--- src/rtl/evt_irq_unit.sv ---
module evt_irq_unit (
  input  logic        clk,
  input  logic        rst_n,
  input  logic        soft_rst,
  input  logic        reg_wr,
  input  logic        reg_sel,
  input  logic [31:0] reg_wdata,
  output logic [31:0] reg_rdata,
  input  logic [12:0] evt_pulse,
  input  logic        mgmt_wr,
  input  logic        txctl_wr,
  input  logic        txctl_go,
  output logic [12:0] irq_o
);

  localparam int          NLINE   = 13;
  localparam logic [31:0] EV_IMPL = 32'hFFF8_0000;

  function automatic int line_pos(input int i);
    case (i)
      0: return 27;  1: return 26;  2: return 19;  3: return 20;
      4: return 25;  5: return 24;  6: return 23;  7: return 21;
      8: return 31;  9: return 28; 10: return 22; 11: return 29;
      default: return 30;
    endcase
  endfunction

  logic [31:0]      ev_q, mask_q, set_vec, clr_vec;
  logic [NLINE-1:0] pulse_eff, irq_q;

  assign pulse_eff = evt_pulse | {3'b0, txctl_wr & txctl_go, 2'b0, mgmt_wr, 6'b0};
  assign clr_vec   = (reg_wr && !reg_sel) ? reg_wdata : '0;

  always_comb begin
    set_vec = '0;
    for (int i = 0; i < NLINE; i++) set_vec[line_pos(i)] = pulse_eff[i];
  end

  always_ff @(posedge clk or negedge rst_n) begin
    if (!rst_n) begin
      ev_q   <= '0;
      mask_q <= '0;
    end else if (soft_rst) begin
      ev_q   <= '0;
      mask_q <= '0;
    end else begin
      ev_q <= ((ev_q & ~clr_vec) | set_vec) & EV_IMPL;
      if (reg_wr && reg_sel) mask_q <= reg_wdata;
    end
  end

  always_ff @(posedge clk or negedge rst_n) begin
    if (!rst_n) irq_q <= '0;
    else for (int i = 0; i < NLINE; i++)
      irq_q[i] <= ev_q[line_pos(i)] & mask_q[line_pos(i)];
  end

  assign irq_o     = irq_q;
  assign reg_rdata = reg_sel ? mask_q : ev_q;

  assert_set_wins_R4: assert property (@(posedge clk) disable iff (!rst_n)
    (!soft_rst && set_vec != '0) |=> ((ev_q & $past(set_vec)) == $past(set_vec)));

  assert_w1c_R3: assert property (@(posedge clk) disable iff (!rst_n)
    (reg_wr && !reg_sel) |=> ((ev_q & $past(reg_wdata & ~set_vec)) == '0));

  assert_ev_hold_R3: assert property (@(posedge clk) disable iff (!rst_n)
    (!soft_rst && !(reg_wr && !reg_sel) && set_vec == '0) |=> $stable(ev_q));

  assert_mask_load_R5: assert property (@(posedge clk) disable iff (!rst_n)
    (reg_wr && reg_sel && !soft_rst) |=> (mask_q == $past(reg_wdata)));

  assert_soft_clear_R10: assert property (@(posedge clk) disable iff (!rst_n)
    soft_rst |=> (ev_q == '0 && mask_q == '0));

  assert_reserved_zero_R7: assert property (@(posedge clk) disable iff (!rst_n)
    !reg_sel |-> ((reg_rdata & ~EV_IMPL) == '0));

  for (genvar g = 0; g < NLINE; g++) begin : g_line_chk
    localparam int P = line_pos(g);
    assert_masked_low_R6: assert property (@(posedge clk) disable iff (!rst_n)
      (reg_wr && reg_sel && !reg_wdata[P]) |=> ##1 !irq_o[g]);
  end

endmodule

--- config.mk ---
export PLATFORM = sky130hd
export DESIGN_NAME = evt_irq_unit
export DESIGN_NICKNAME = d
export VERILOG_FILES = /design/src/rtl/evt_irq_unit.sv
export SDC_FILE = /design/constraint.sdc
export NUM_CORES = 1
export LEC_CHECK = 0
export BUFFER_PORTS_ARGS = -buffer_cell sky130_fd_sc_hd__buf_2
export CORE_ASPECT_RATIO = 0.9
export CORE_MARGIN = 1.5
export CORE_UTILIZATION = 48
export CTS_CLUSTER_DIAMETER = 60
export DETAILED_ROUTE_END_ITERATION = 6
export GPL_TIMING_DRIVEN = 0
export PLACE_DENSITY_LB_ADDON = 0.3
export SYNTH_ARGS = -nofsm -noshare
export SYNTH_HDL_FRONTEND = slang
export SYNTH_SLANG_ARGS = --single-unit
export TNS_END_PERCENT = 20
--- constraint.sdc ---
create_clock -name clk -period 2.05 [get_ports clk]
set_input_delay 0.615 -clock clk [delete_from_list [all_inputs] [get_ports clk]]
set_output_delay 0.615 -clock clk [all_outputs]
set_load 0.01 [all_outputs]
==> flow_metrics.env <==
export IMPL_worstMarginPinSlew_ns=0.713
export IMPL_p_leak_nw=1.76
export IMPL_ys_warn_count=0
export IMPL_synthCells=191
export IMPL_rrSetupSlack_ns=1.28
export IMPL_place_ws_ns=-0.333
export IMPL_max_stage_delay_ns=0.34
export IMPL_critical_path_peak_fanout=11
export IMPL_synth_seq_area_share=0.594
export IMPL_path_cells="buf_6, buf_12, mux2_1, buf_2"
export IMPL_drt_iter0_markers=92
export IMPL_fmax_ghz=0.496
export IMPL_r2r_start="ev_q[23]"
export IMPL_antenna_left=0
export IMPL_wl_um=5900
export IMPL_grt_pass1_wl_um=9740
export IMPL_critPathRequiredTime_ns=1.43
export IMPL_stdcell_count=368
export IMPL_worstSetupPathType="input pin to primary output"
export IMPL_fin_crit_sh=0.983
export IMPL_arrival_ns=1.40
export IMPL_grt_pass1_vias=2004
export IMPL_tritoncts="done"
export IMPL_die_h_um=70.7
export IMPL_setup_slack_ns=0.0346
export IMPL_syn_nets=244
export IMPL_hold_path_class="input pin to asynchronous set/reset pin"
export IMPL_synth_ff_type="dfrtp_1"
export IMPL_layout_drive_gt1_share=0.403
export IMPL_rsz0062_at_grt="no"
export IMPL_max_cap_violations=0
export IMPL_syn2layout_area_growth_pct=31.3
export IMPL_outcome="finished clean"
export IMPL_clock_root_buffer="clkbuf_8"
export IMPL_synth_edf_count=0
export IMPL_critPathSlowestCell="mux2_1"
export IMPL_worst_r2r_cell_count=2
export IMPL_fin_crit_ns=2.02
export IMPL_critPathLaunchType="input pin"
export IMPL_async_flop_share=1.00
export IMPL_slew_headroom=0.525
export IMPL_antenna_found_initial=0
export IMPL_fin_nets=351
export IMPL_num_io_pins=98
export IMPL_overflow=0
export IMPL_whs_ns=0.320
export IMPL_grt_max_degree=59
export IMPL_cts_sinks=58
export IMPL_peakVddDrop_mv=0.603
export IMPL_cts_buffer_depth=2
export IMPL_numCtsBuffers=9
export IMPL_multi_input_area_um2=898
export IMPL_viasPerCell=5.33
export IMPL_yosys_cell_types_count=18
export IMPL_power_density_mw_per_mm2=754
export IMPL_seqCellArea_mm2=0.00145
export IMPL_drcViolationCount=0
export IMPL_antenna_cells=0
export IMPL_endpoint="reg_rdata[25]"
export IMPL_htree_levels=3
export IMPL_synth_seq_cells=58
export IMPL_track_usage=0.235
export IMPL_firstDrtPassIters=4
export IMPL_portBuffers=97
export IMPL_wl_per_cell_um=16.0
export IMPL_dp_cells=353
export IMPL_setup_violations=0
export IMPL_dieArea_mm2=0.00553
export IMPL_clk_pin_slew_ns=0.07
export IMPL_gp_congestion=0.727
export IMPL_die_width_um=78.2
export IMPL_fill_cells=422
export IMPL_num_rows=24
export IMPL_maxSlewViolCount=0
export IMPL_vias=1962
export IMPL_syn_area_mm2=0.00244
export IMPL_finalClockSkew_ns=0.00842
export IMPL_synth_area_per_cell_um2=12.8
export IMPL_hold_viol=0
export IMPL_clock_latency_ns=0.34
export IMPL_coreArea_mm2=0.00486
export IMPL_cp_startpoint="reg_sel"
export IMPL_start_util=0.503
export IMPL_dp_hpwl_um=4010
export IMPL_p_total_w=0.00242
export IMPL_worst_setup_path_end_kind="primary output"
export IMPL_regToRegEndpoint="ev_q[23]"
[worst max-delay path: cells and delay by family]
family                 cells  cell delay [ns]
multiplexers               1             0.34
buffers and inverters      3             0.44
[flip-flops by register name (all words and copies together), names as in the netlist]
| register | cells |
|---|---|
| ev_q | 13 |
| irq_o | 13 |
| mask_q | 32 |
[power by group]
| group | switching [W] | internal, W |
|---|---|---|
| Clock | 0.000428 | 0.000466 |
| Combinational | 0.000153 | 0.000144 |
| Sequential | 0.0000318 | 0.00120 |
[worst min-delay path by stage]
stage	end	slack (ns)	startpoint	depth (start not counted)
floorplan	ev_q[19]	0.32	rst_n	0
global placement	irq_o[10]	0.48	ev_q[22]	1
detailed placement	mask_q[2]	0.48	mask_q[2]	1
CTS	ev_q[23]	0.46	reg_wdata[23]	2
global route	irq_o[0]	0.37	rst_n	1
finish	irq_o[0]	0.32	rst_n	1
[cells in the final DEF, fill, tap and decap left out, types with 2 or more instances in the layout]
cell type  netlist  final
buf_4            1      2
and2_1          32     32
clkbuf_8         0     10
and3b_1          2      2
clkbuf_1         2      5
nor4bb_1        11     11
nor2_1          11     11
buf_6            4      6
clkinv_2         0      3
buf_2            7     98
a22o_1          32     32
nor3_1          12     12
mux2_1          13     13
dfrtp_1         58     58
[synth_stat cells (2+ instances only)]
cell type / number / area share
a22o_1: 32 / 0.11
and2_1: 32 / 0.082
and3b_1: 2 / 0.0072
buf_2: 7 / 0.014
buf_6: 4 / 0.018
clkbuf_1: 2 / 0.0031
dfrtp_1: 58 / 0.59
mux2_1: 13 / 0.060
nor2_1: 11 / 0.017
nor3_1: 12 / 0.025
nor4bb_1: 11 / 0.045
[per-layer routing]
layer  track usage  vias to the layer above  wire (µm)
li1              -                      907          -
met1         0.295                      973       2640
met2         0.369                       69       2810
met3        0.0929                       13        352
met4        0.0933                        0         95
met5             0                        -          0
[stage by stage]
step           area, µm²  utilization  setup TNS, ns
2_1_floorplan       2440            -              0
3_3_place_gp        3010        0.619          -5.22
3_5_place_dp        3010        0.619          -5.87
4_1_cts             3180        0.654         -0.325
5_1_grt             3210        0.660              0
6_report            3210        0.660              0
[logic make-up (layout without fill, tap and decap cells)]
group	after synthesis	after routing	share of synthesized area
AND/OR/NAND/NOR	70	70	0.182
buffers and inverters	14	126	0.0389
AO/OA/AOI/OAI	36	36	0.126
multiplexers	13	13	0.0599
flip-flops	58	58	0.594
[cell type report]
class	count	share of cell area
timing repair buffer	97	0.154
tap	65	0.0253
buffer	13	0.0378
multi-input combinational	119	0.280
clock buffer	13	0.0464
sequential	58	0.452
clock inverter	3	0.00468
[repair_timing]
item,in CTS,in global routing
setup buffers,0,0
setup endpoints to repair,32,23
gates resized for setup,4,8
hold buffers,0,0
Power figures use the tool's default switching activity.
